## src/rtl/tsu_pkg.sv

```systemverilog
// Shared constants, register word selects and the granularity decode
// for the timestamp and tick unit.
package tsu_pkg;
    localparam int NUM_GEN     = 3;
    localparam int GRAN_W      = 2;
    localparam int SHIFT_W     = 6;
    localparam int BASE_PERIOD = 10;
    localparam int MAX_PERIOD  = BASE_PERIOD * 1000;
    localparam int PCNT_W      = $clog2(MAX_PERIOD);

    typedef enum logic [1:0] {
        REG_STAMP = 2'd0,
        REG_DIV   = 2'd1,
        REG_GRAN  = 2'd2
    } reg_sel_e;

    typedef struct packed {
        logic [SHIFT_W-1:0] log_shift;
        logic               log_sel;
        logic [SHIFT_W-1:0] tag_shift;
        logic [SHIFT_W-1:0] nat_shift;
    } stamp_cfg_t;

    // Period in common ticks for a granularity code: BASE_PERIOD * 10^code.
    function automatic logic [PCNT_W-1:0] gran_period(input logic [GRAN_W-1:0] code);
        int p;
        p = BASE_PERIOD;
        for (int i = 0; i < 3; i++) begin
            if (i < int'(code)) p = p * 10;
        end
        return PCNT_W'(p);
    endfunction
endpackage

```

## src/rtl/tsu_regs.sv

```systemverilog
// Write-only configuration registers. Decodes three word addresses.
// Each generator gets a restart pulse when its granularity code changes.
// Assumes single-cycle write strobes in the clk domain.
module tsu_regs
    import tsu_pkg::*;
#(
    parameter int DIV_W  = 16,
    parameter int DATA_W = 32
) (
    input  logic                            clk,
    input  logic                            rst_n,
    input  logic                            wr_en,
    input  logic [1:0]                      wr_addr,
    input  logic [DATA_W-1:0]               wr_data,
    output stamp_cfg_t                      cfg,
    output logic [DIV_W-1:0]                div_val,
    output logic                            div_en,
    output logic [NUM_GEN-1:0][GRAN_W-1:0]  gran,
    output logic [NUM_GEN-1:0]              restart
);
    localparam int LOG_SH_LSB  = 0;
    localparam int LOG_SEL_BIT = 6;
    localparam int TAG_SH_LSB  = 8;
    localparam int NAT_SH_LSB  = 16;
    localparam int EN_BIT      = DATA_W - 1;
    localparam int GRAN_STRIDE = 2;

    logic hit_stamp, hit_div, hit_gran;
    logic unused_bits;

    assign hit_stamp   = wr_en && (wr_addr == REG_STAMP);
    assign hit_div     = wr_en && (wr_addr == REG_DIV);
    assign hit_gran    = wr_en && (wr_addr == REG_GRAN);
    assign unused_bits = ^wr_data[EN_BIT-1:NAT_SH_LSB+SHIFT_W];

    // Timestamp shift and select fields.
    always_ff @(posedge clk) begin
        if (!rst_n) begin
            cfg <= '0;
        end else if (hit_stamp) begin
            cfg.log_shift <= wr_data[LOG_SH_LSB +: SHIFT_W];
            cfg.log_sel   <= wr_data[LOG_SEL_BIT];
            cfg.tag_shift <= wr_data[TAG_SH_LSB +: SHIFT_W];
            cfg.nat_shift <= wr_data[NAT_SH_LSB +: SHIFT_W];
        end
    end

    // Divider value and enable.
    always_ff @(posedge clk) begin
        if (!rst_n) begin
            div_val <= '0;
            div_en  <= 1'b0;
        end else if (hit_div) begin
            div_val <= wr_data[DIV_W-1:0];
            div_en  <= wr_data[EN_BIT];
        end
    end

    for (genvar g = 0; g < NUM_GEN; g++) begin : g_gran
        // Restart request when this generator's code is written with a new value.
        assign restart[g] = hit_gran && (wr_data[g*GRAN_STRIDE +: GRAN_W] != gran[g]);

        // Granularity code of generator g.
        always_ff @(posedge clk) begin
            if (!rst_n)        gran[g] <= '0;
            else if (hit_gran) gran[g] <= wr_data[g*GRAN_STRIDE +: GRAN_W];
        end
    end

    // the divide value must not change while the divider stays enabled.
    assert_div_prog_R5: assert property (@(posedge clk) disable iff (!rst_n)
        (hit_div && div_en && wr_data[EN_BIT]) |-> (wr_data[DIV_W-1:0] == div_val));
endmodule

```

## src/rtl/tsu_stamp.sv

```systemverilog
// Free-running base count, millisecond count and three right-shifted
// coarse views of the base count. The logging view can show the
// millisecond count instead. One clk cycle is one reference tick.
module tsu_stamp
    import tsu_pkg::*;
#(
    parameter int CNT_W      = 56,
    parameter int TS_W       = 32,
    parameter int REF_PER_MS = 19200
) (
    input  logic             clk,
    input  logic             rst_n,
    input  stamp_cfg_t       cfg,
    output logic [TS_W-1:0]  ts_log,
    output logic [TS_W-1:0]  ts_tag,
    output logic [TS_W-1:0]  ts_nat
);
    localparam int N_CONS = 3;
    localparam int PRE_W  = $clog2(REF_PER_MS);

    logic [CNT_W-1:0]                 cnt_q;
    logic [PRE_W-1:0]                 pre_q;
    logic [TS_W-1:0]                  ms_q;
    logic [N_CONS-1:0][SHIFT_W-1:0]   sh;
    logic [N_CONS-1:0][TS_W-1:0]      coarse;

    assign sh = {cfg.nat_shift, cfg.tag_shift, cfg.log_shift};

    // Base count, wraps modulo 2^CNT_W.
    always_ff @(posedge clk) begin
        if (!rst_n) cnt_q <= '0;
        else        cnt_q <= cnt_q + 1'b1;
    end

    // Millisecond prescaler and millisecond count.
    always_ff @(posedge clk) begin
        if (!rst_n) begin
            pre_q <= '0;
            ms_q  <= '0;
        end else if (pre_q == PRE_W'(REF_PER_MS - 1)) begin
            pre_q <= '0;
            ms_q  <= ms_q + 1'b1;
        end else begin
            pre_q <= pre_q + 1'b1;
        end
    end

    for (genvar i = 0; i < N_CONS; i++) begin : g_cons
        assign coarse[i] = TS_W'(cnt_q >> sh[i]);
    end

    assign ts_log = cfg.log_sel ? coarse[0] : ms_q;
    assign ts_tag = coarse[1];
    assign ts_nat = coarse[2];

    // the base count advances by exactly one per edge.
    assert_cnt_step_R2: assert property (@(posedge clk) disable iff (!rst_n)
        1'b1 |=> (cnt_q == CNT_W'($past(cnt_q) + 1'b1)));

    // the millisecond count never jumps by more than one.
    assert_ms_step_R4: assert property (@(posedge clk) disable iff (!rst_n)
        1'b1 |=> ((ms_q == $past(ms_q)) || (ms_q == TS_W'($past(ms_q) + 1'b1))));
endmodule

```

## src/rtl/tsu_div.sv

```systemverilog
// Common timer clock divider. Raises a one-cycle strobe every val+1
// cycles while enabled. Held at zero while disabled, so it restarts
// from zero on enable. Assumes val is stable while enabled.
module tsu_div #(
    parameter int DIV_W = 16
) (
    input  logic             clk,
    input  logic             rst_n,
    input  logic             en,
    input  logic [DIV_W-1:0] val,
    output logic             ctick
);
    logic [DIV_W-1:0] cnt_q;
    logic             at_top;

    assign at_top = (cnt_q >= val);
    assign ctick  = en && at_top;

    // Divider count: clears when disabled or at the top, else counts up.
    always_ff @(posedge clk) begin
        if (!rst_n || !en) cnt_q <= '0;
        else if (at_top)   cnt_q <= '0;
        else               cnt_q <= cnt_q + 1'b1;
    end

    // the count stays within the programmed range while enabled.
    assert_div_bound_R5: assert property (@(posedge clk) disable iff (!rst_n)
        en |-> (cnt_q <= val));

    // counting starts from zero when the divider is enabled.
    assert_div_start_R7: assert property (@(posedge clk) disable iff (!rst_n)
        $rose(en) |-> (cnt_q == '0));
endmodule

```

## src/rtl/tsu_pulse.sv

```systemverilog
// One tick generator. Counts common strobes and raises a registered
// one-cycle tick once per selected period. Cleared while the divider
// is disabled and on a restart request.
module tsu_pulse
    import tsu_pkg::*;
(
    input  logic              clk,
    input  logic              rst_n,
    input  logic              en,
    input  logic              ctick,
    input  logic              restart,
    input  logic [GRAN_W-1:0] code,
    output logic              tick
);
    logic [PCNT_W-1:0] cnt_q;
    logic [PCNT_W-1:0] last;
    logic              wrap;

    assign last = gran_period(code) - 1'b1;
    assign wrap = (cnt_q >= last);

    // Period count and registered tick.
    always_ff @(posedge clk) begin
        if (!rst_n || !en || restart) begin
            cnt_q <= '0;
            tick  <= 1'b0;
        end else begin
            tick <= ctick && wrap;
            if (ctick) cnt_q <= wrap ? '0 : cnt_q + 1'b1;
        end
    end

    // a tick lasts exactly one cycle.
    assert_tick_single_R6: assert property (@(posedge clk) disable iff (!rst_n)
        tick |=> !tick);

    // no tick follows a cycle with the divider disabled.
    assert_tick_off_R7: assert property (@(posedge clk) disable iff (!rst_n)
        !en |=> !tick);

    // every tick is caused by a common strobe in the cycle before.
    assert_tick_cause_R5: assert property (@(posedge clk) disable iff (!rst_n)
        $rose(tick) |-> $past(ctick));
endmodule

```

## src/rtl/tstamp_pulse_unit.sv

```systemverilog
// Top of the timestamp and tick unit. Ties together the register file,
// the timestamp views, the common divider and the tick generators.
// Everything runs on the reference clock.
module tstamp_pulse_unit
    import tsu_pkg::*;
#(
    parameter int CNT_W      = 56,
    parameter int TS_W       = 32,
    parameter int DIV_W      = 16,
    parameter int REF_PER_MS = 19200,
    parameter int DATA_W     = 32
) (
    input  logic               clk,
    input  logic               rst_n,
    input  logic               wr_en,
    input  logic [1:0]         wr_addr,
    input  logic [DATA_W-1:0]  wr_data,
    output logic [TS_W-1:0]    ts_log,
    output logic [TS_W-1:0]    ts_tag,
    output logic [TS_W-1:0]    ts_nat,
    output logic [NUM_GEN-1:0] tick
);
    stamp_cfg_t                      cfg;
    logic [DIV_W-1:0]                div_val;
    logic                            div_en;
    logic [NUM_GEN-1:0][GRAN_W-1:0]  gran;
    logic [NUM_GEN-1:0]              restart;
    logic                            ctick;

    tsu_regs #(.DIV_W(DIV_W), .DATA_W(DATA_W)) u_regs (
        .clk(clk), .rst_n(rst_n), .wr_en(wr_en), .wr_addr(wr_addr),
        .wr_data(wr_data), .cfg(cfg), .div_val(div_val), .div_en(div_en),
        .gran(gran), .restart(restart)
    );

    tsu_stamp #(.CNT_W(CNT_W), .TS_W(TS_W), .REF_PER_MS(REF_PER_MS)) u_stamp (
        .clk(clk), .rst_n(rst_n), .cfg(cfg),
        .ts_log(ts_log), .ts_tag(ts_tag), .ts_nat(ts_nat)
    );

    tsu_div #(.DIV_W(DIV_W)) u_div (
        .clk(clk), .rst_n(rst_n), .en(div_en), .val(div_val), .ctick(ctick)
    );

    for (genvar g = 0; g < NUM_GEN; g++) begin : g_gen
        tsu_pulse u_pulse (
            .clk(clk), .rst_n(rst_n), .en(div_en), .ctick(ctick),
            .restart(restart[g]), .code(gran[g]), .tick(tick[g])
        );
    end
endmodule

```

## config.mk

```make
export PLATFORM = sky130hd
export DESIGN_NAME = tstamp_pulse_unit
export DESIGN_NICKNAME = d
export VERILOG_FILES = /design/src/rtl/tsu_pkg.sv /design/src/rtl/tsu_regs.sv /design/src/rtl/tsu_stamp.sv /design/src/rtl/tsu_div.sv /design/src/rtl/tsu_pulse.sv /design/src/rtl/tstamp_pulse_unit.sv
export SDC_FILE = /design/constraint.sdc
export NUM_CORES = 1
export LEC_CHECK = 0
export BUFFER_PORTS_ARGS = -buffer_cell sky130_fd_sc_hd__buf_2
export CAP_MARGIN = 10
export CORE_MARGIN = 2
export CORE_UTILIZATION = 53
export DETAILED_ROUTE_END_ITERATION = 7
export PLACE_DENSITY_LB_ADDON = 0.1
export RECOVER_POWER = 100
export SYNTH_ARGS = -nofsm -noshare
export SYNTH_HDL_FRONTEND = slang
export SYNTH_SLANG_ARGS = --single-unit
```

## constraint.sdc

```tcl
create_clock -name clk -period 4.9 [get_ports clk]
set_clock_uncertainty 0.1 [all_clocks]
set_input_delay 0.98 -clock clk [delete_from_list [all_inputs] [get_ports clk]]
set_output_delay 0.98 -clock clk [all_outputs]
set_load 0.05 [all_outputs]
```

==> reports/metrics.yaml, run 1 <==
first_iter_violations: 1862
yosys-top-cells-count: "nand2_1 (297), nor2_1 (253), dfxtp_1 (206), clkbuf_1 (158), o21ai_0 (152)"
use_met3: 0.0550
grt_remaining_overflow: 0
dieArea_um2: 41300
fin_setup_tns_ns: 0
worst_slew_pin_slew_ns: 2.20
pre_cts_ws_ns: 0.896
cp_data_arrival_time_ns: 3.59
cp.required_ns: 3.82
ir_worst_vdd_v: 0.000220
hold_path_startpoint: "u_stamp.pre_q[0]"
fin_crit_ns: 4.67
hold_depth: 1
cts_sinks: 206
path_max_fanout: 49
outcome: "finished, violations left"
worstReg2RegStart: "u_stamp.cnt_q[6]"
ctsHoldBuffers: 0
p_total_mw: 4.10
violations: "capacitance limit, slew limit"
start_util: 0.540
routabilityCongestion: 0.958
ios: 136
grt_use_met1: 0.427
cts-root-buf: "clkbuf_16"
rows: 72
slowest_delay_ns: 0.79
antenna_found_initial: 1
cts_buffer_depth: 3
grt_pass1_wl_mm: 103
post_drt_wl_per_cell_um: 21.1
drive_above_1_share: 0.177
rr_endpoint: "u_stamp.cnt_q[50]"
ys_ff_latch: 206
synth_top_area_cell: "dfxtp_1"
place_inst: 3016
final_hold_viol_count: 0
core_um2: 38900
async_flop_share: 0
pwr-share-clk: 0.449
max_slew_margin: -0.465
cap_violations: 3
postSynthAreaPerCell_um2: 8.22
worstSkewPairLatency_ns: 0.55
period_share: 0.953
worst_hold_path.endpoint: "u_stamp.pre_q[0]"
rsz0062_at_grt: "false"
pwr-share-seq: 0.427
htreeDepth: 1
firstDrtPassIters: 5
die_w_um: 203
r2r_slack_ns: 0.54
slowest_stage: "dfxtp_4"
clkTransAtPathRegs_ns: 0.06
numPortBuffers: 126
clock.fmax_mhz: 214
area_delta_synth_final_pct: 7.01
placed_cell_area_um2: 21800
ys_seq_area_frac: 0.196
nets: 2648
internal-power_mw: 2.95
p_switching_mw: 1.15
vias: 19700
cts-buffers-inserted: 25
netlist_area_um2: 21000
worstHoldPathType: "reg -> reg"
reg2regPathDepth: 7
grt.met2_usage: 0.485
leakagePower_nw: 7.88
crit_type: "reg -> out"
yosysMostFrequentCell: "nand2_1"
syn_inst: 2557
vias_per_cell: 6.43
fin_util: 0.578
synth.top_cell.area_share: 0.196
comb_power_share: 0.125
power_density_nw_per_um2: 182
stdcell_area_um2: 22500
setup_viol: 0
top_usage_layer: "met2"
crit_chain: "buf_4 -> mux2_2 -> mux4_2 -> nor2_1 -> a21oi_1 -> o211ai_1 -> clkbuf_1"
cp-start-kind: "flip-flop"
layout.cells.non_filler: 3061
track_usage: 0.309
antenna_cells: 0
synth_cell_type_count: 73
critPathCaptureType: "primary output"
cts_resized: 0
final_max_slew_viol_count: 83
synthTopCellsByArea: "dfxtp_1 (20%), mux4_2 (16%), mux2i_1 (7.1%)"
die_y_um: 203
dp_hpwl_mm: 46.2
drc_errors: 0
setup_slack_ns: 0.228
grt_pass1_vias: 18500
ys_dominant_reg_cell: "dfxtp_1"
grt_max_degree: 81
swShare: 0.280
synth_edf_count: 0
synth_warnings: 0
hold_ws_ns: 0.365
tritoncts: "built"
post_cts_buffers: 0
antenna_left: 0
drt-total-wl_mm: 64.6
power groups by stage:
| stage | Sequential, mW | Clock [mW] | Combinational (mW) |
|---|---|---|---|
| floorplan | 1.74 | 0 | 0.420 |
| global placement | 1.78 | 0 | 0.503 |
| detailed placement | 1.79 | 0 | 0.508 |
| CTS | 1.75 | 1.88 | 0.510 |
| global route | 1.76 | 1.94 | 0.553 |
| finish | 1.75 | 1.84 | 0.511 |
worst max-delay path by stage:
stage / startpoint / to / slack (ns)
2_1_floorplan: u_regs.cfg[0] / ts_nat[7] / 0.80
3_3_place_gp: u_regs.cfg[0] / ts_nat[15] / 0.92
3_5_place_dp: u_regs.cfg[0] / ts_nat[15] / 0.90
4_1_cts: u_regs.cfg[0] / ts_nat[15] / 0.32
5_1_grt: u_regs.cfg[15] / ts_log[23] / 0.09
6_report: u_regs.cfg[14] / ts_log[8] / 0.23
placed cells by master, fill, tap and decap left out, types with 75 or more instances in the layout:
cell type	n
nand2_1	297
mux2i_1	150
dfxtp_1	194
a21oi_1	141
mux2_2	91
mux4_2	145
o21ai_0	153
nand3_1	75
nor2_1	254
ha_1	86
cell families (layout without fill, tap and decap cells):
| kind of cell | after synthesis | in the layout | synth area share |
|---|---|---|---|
| DFF | 206 | 206 | 0.196 |
| buffers and inverters | 309 | 293 | 0.0585 |
| other | 1 | 3 | 0.000178 |
| AOI/OAI and AO/OA | 524 | 524 | 0.158 |
| muxes | 388 | 388 | 0.277 |
| and+or+nand+nor | 934 | 934 | 0.214 |
| adders and majority gates | 86 | 86 | 0.0512 |
| xor gates and xnor gates | 109 | 109 | 0.0454 |
flip-flops by register name, summed over array words and instances, names as in the netlist:
signal               count
u_stamp.cnt_q           56
g_gen.u_pulse.cnt_q     42
u_stamp.ms_q            32
u_regs.cfg              19
u_div.cnt_q             16
u_regs.div_val          16
u_stamp.pre_q           15
u_regs.gran              6
g_gen.u_pulse.tick       3
u_regs.div_en            1
cell type report:
cell class                      count  area (µm²)
Clock buffer                       39         778
Clock inverter                      6        41.3
Fill cell                        3627       16400
Inverter                           76         285
Multi-Input combinational cell   2044       15600
Sequential cell                   206        4150
Tap cell                          518         648
Timing Repair Buffer              172         961
routing by layer:
layer,up-vias,routed length (µm)
met5,-,0
li1,9247,-
met2,902,28800
met4,0,2450
met3,154,5410
met1,9384,27900
worst max-delay path: cells and delay by family, from the launching register on:
kind                   cells  cell delay, ns
muxes                      2            0.98
buffers and inverters      2            0.93
DFF                        1            0.79
AOI/OAI and AO/OA          2            0.17
and+or+nand+nor            1            0.12
No activity file was read; power rests on OpenSTA's default activity.
==> run 2, diff against run 1 <==
--- a/config.mk
+++ b/config.mk
@@ -10,6 +10,7 @@
 export CORE_MARGIN = 2
 export CORE_UTILIZATION = 53
 export DETAILED_ROUTE_END_ITERATION = 7
+export GPL_TIMING_DRIVEN = 1
 export PLACE_DENSITY_LB_ADDON = 0.1
 export RECOVER_POWER = 100
 export SYNTH_ARGS = -nofsm -noshare
==> constraint.sdc (replaced) <==
create_clock -name clk -period 3.79 [get_ports clk]
set_clock_uncertainty 0.1 [all_clocks]
set_input_delay 0.758 -clock clk [delete_from_list [all_inputs] [get_ports clk]]
set_output_delay 0.758 -clock clk [all_outputs]
set_load 0.05 [all_outputs]
==> reports/metrics.yaml, run 2 (synthesis results as in run 1) <==
firstDrtPassIters: 6
crit_top_cell: "buf_4"
final_common_cell: "nand2_1"
rsz0062_at_grt: "true"
pwr-share-seq: 0.397
crit_chain: "buf_4 -> buf_4 -> mux2_2 -> mux4_2 -> o21ai_4 -> o21ai_0 -> a22o_1 -> buf_2"
cts_sinks: 206
internal-power_mw: 3.96
fin_setup_tns_ns: -0.0132
power_density_nw_per_um2: 232
clock.fmax_mhz: 263
track_usage: 0.313
final_hold_viol_count: 0
fin_util: 0.619
grt_pass1_vias: 18800
fin_crit_ns: 3.80
antenna_left: 0
grt_max_degree: 82
cp_top_family: "multiplexers"
worstSkewPairLatency_ns: 0.58
drt-total-wl_mm: 67.6
final_max_slew_viol_count: 0
path_max_fanout: 4
slowest_stage: "mux4_2"
grt_pass1_wl_mm: 104
cts_buffer_depth: 3
antenna_found_initial: 0
vias_per_cell: 6.43
ctsHoldBuffers: 0
worst_slew_pin_slew_ns: 1.42
cp-start-kind: "flip-flop"
p_switching_mw: 1.63
leakagePower_nw: 8.71
drive_above_1_share: 0.246
drc_errors: 0
worstHoldPathType: "in -> reg"
mostFrequentLayoutCells: "nand2_1 (296), nor2_1 (253), dfxtp_1 (162)"
tritoncts: "built"
crit_type: "reg -> out"
violations: "setup timing"
max_slew_margin: 0.0548
critPathCaptureType: "primary output"
largest_reg_flops: 56
grt_remaining_overflow: 0
start_util: 0.540
core_um2: 38900
ios: 136
die_y_um: 203
placed_cell_area_um2: 22300
crit_buf_inv: 3
antenna_cells: 0
routabilityCongestion: 0.990
comb_power_share: 0.143
first_iter_violations: 1978
slowest_delay_ns: 0.53
vias: 20300
stdcell_area_um2: 24100
nets: 2749
clkTransAtPathRegs_ns: 0.06
post_drt_wl_per_cell_um: 21.4
area_delta_synth_final_pct: 14.7
outcome: "finished, violations left"
ir_worst_vdd_v: 0.000321
reg_top3: "u_stamp.cnt_q x56, g_gen.u_pulse.cnt_q x42, u_stamp.ms_q x32"
cap_violations: 0
dieArea_um2: 41300
dp_hpwl_mm: 47.8
largest_register: "u_stamp.cnt_q"
period_share: 1.00
cts-buffers-inserted: 26
htreeDepth: 1
setup_slack_ns: -0.0132
rows: 72
cp.required_ns: 2.93
swShare: 0.292
p_total_mw: 5.59
setup_viol: 1
cp_data_arrival_time_ns: 2.95
cts-root-buf: "clkbuf_16"
die_w_um: 203
pwr-share-clk: 0.460
numPortBuffers: 126
[run 2: changes by cell type in the layout (fill, tap and decap cells not counted), sizes merged, moves of 2 or more]
cell      change
inv           -3
bufbuf        +2
clkinv        +5
clkinvlp      +3
buf         +141
clkbuf       -46
[run 2: per-stage QoR]
stage               hold slack (ns)  worst slack [ns]  std cells
floorplan                     0.326            0.0231       2559
global placement              0.350             0.343       3066
detailed placement            0.350             0.274       3066
CTS                           0.306           -0.0438       3130
global route                  0.338           -0.0600       3164
finish                        0.315           -0.0132       3164
[run 2: routing by layer]
metal	vias up	GRT usage	share of wire
met5	-	0	0
met4	0	0.116	0.037
met3	173	0.0467	0.087
met2	1003	0.498	0.45
met1	9717	0.432	0.42
li1	9452	-	-
[run 2: final timing paths]
check / start / to / slack [ns] / cells after the start
max: u_regs.cfg[16] / ts_log[28] / -0.01 / 8
min: wr_data[18] / u_regs.cfg[2] / 0.31 / 3
max reg2reg: u_regs.gran[1] / g_gen[0].u_pulse.cnt_q[6] / 0.24 / 12
min reg2reg: u_stamp.pre_q[0] / u_stamp.pre_q[0] / 0.36 / 1
[run 2: area by class of cell]
| cell class | instances | area [µm²] |
|---|---|---|
| fillers | 3472 | 14800 |
| well taps | 518 | 648 |
| clock buffers | 36 | 759 |
| inverters | 76 | 289 |
| clock inverters | 12 | 123 |
| multi-input cells | 2044 | 15900 |
| repair buffers | 272 | 2170 |
| flip-flops and latches | 206 | 4200 |
[run 2: what timing repair did]
action,in CTS,in global routing
setup endpoints to repair,74,64
buffers inserted,14,30
pin swaps,0,3
hold endpoints to repair,0,0
resized for setup,41,139
cloned,2,4
[run 2: worst reg2reg max path: cells and delay by family, from the launching register on]
family | cells | cell delay [ns]
simple gates | 2 | 0.95
fa+ha+maj | 3 | 0.65
flops | 1 | 0.48
compound gates | 5 | 1.07
buf+inv | 2 | 0.25
[run 2: power by group through the flow]
stage / logic, mW / clock network (mW) / registers (mW)
5_1_grt: 0.852 / 2.70 / 2.22
6_report: 0.797 / 2.57 / 2.22
3_5_place_dp: 0.711 / 0 / 2.28
4_1_cts: 0.740 / 2.60 / 2.22
2_1_floorplan: 0.549 / 0 / 2.25
3_3_place_gp: 0.703 / 0 / 2.28
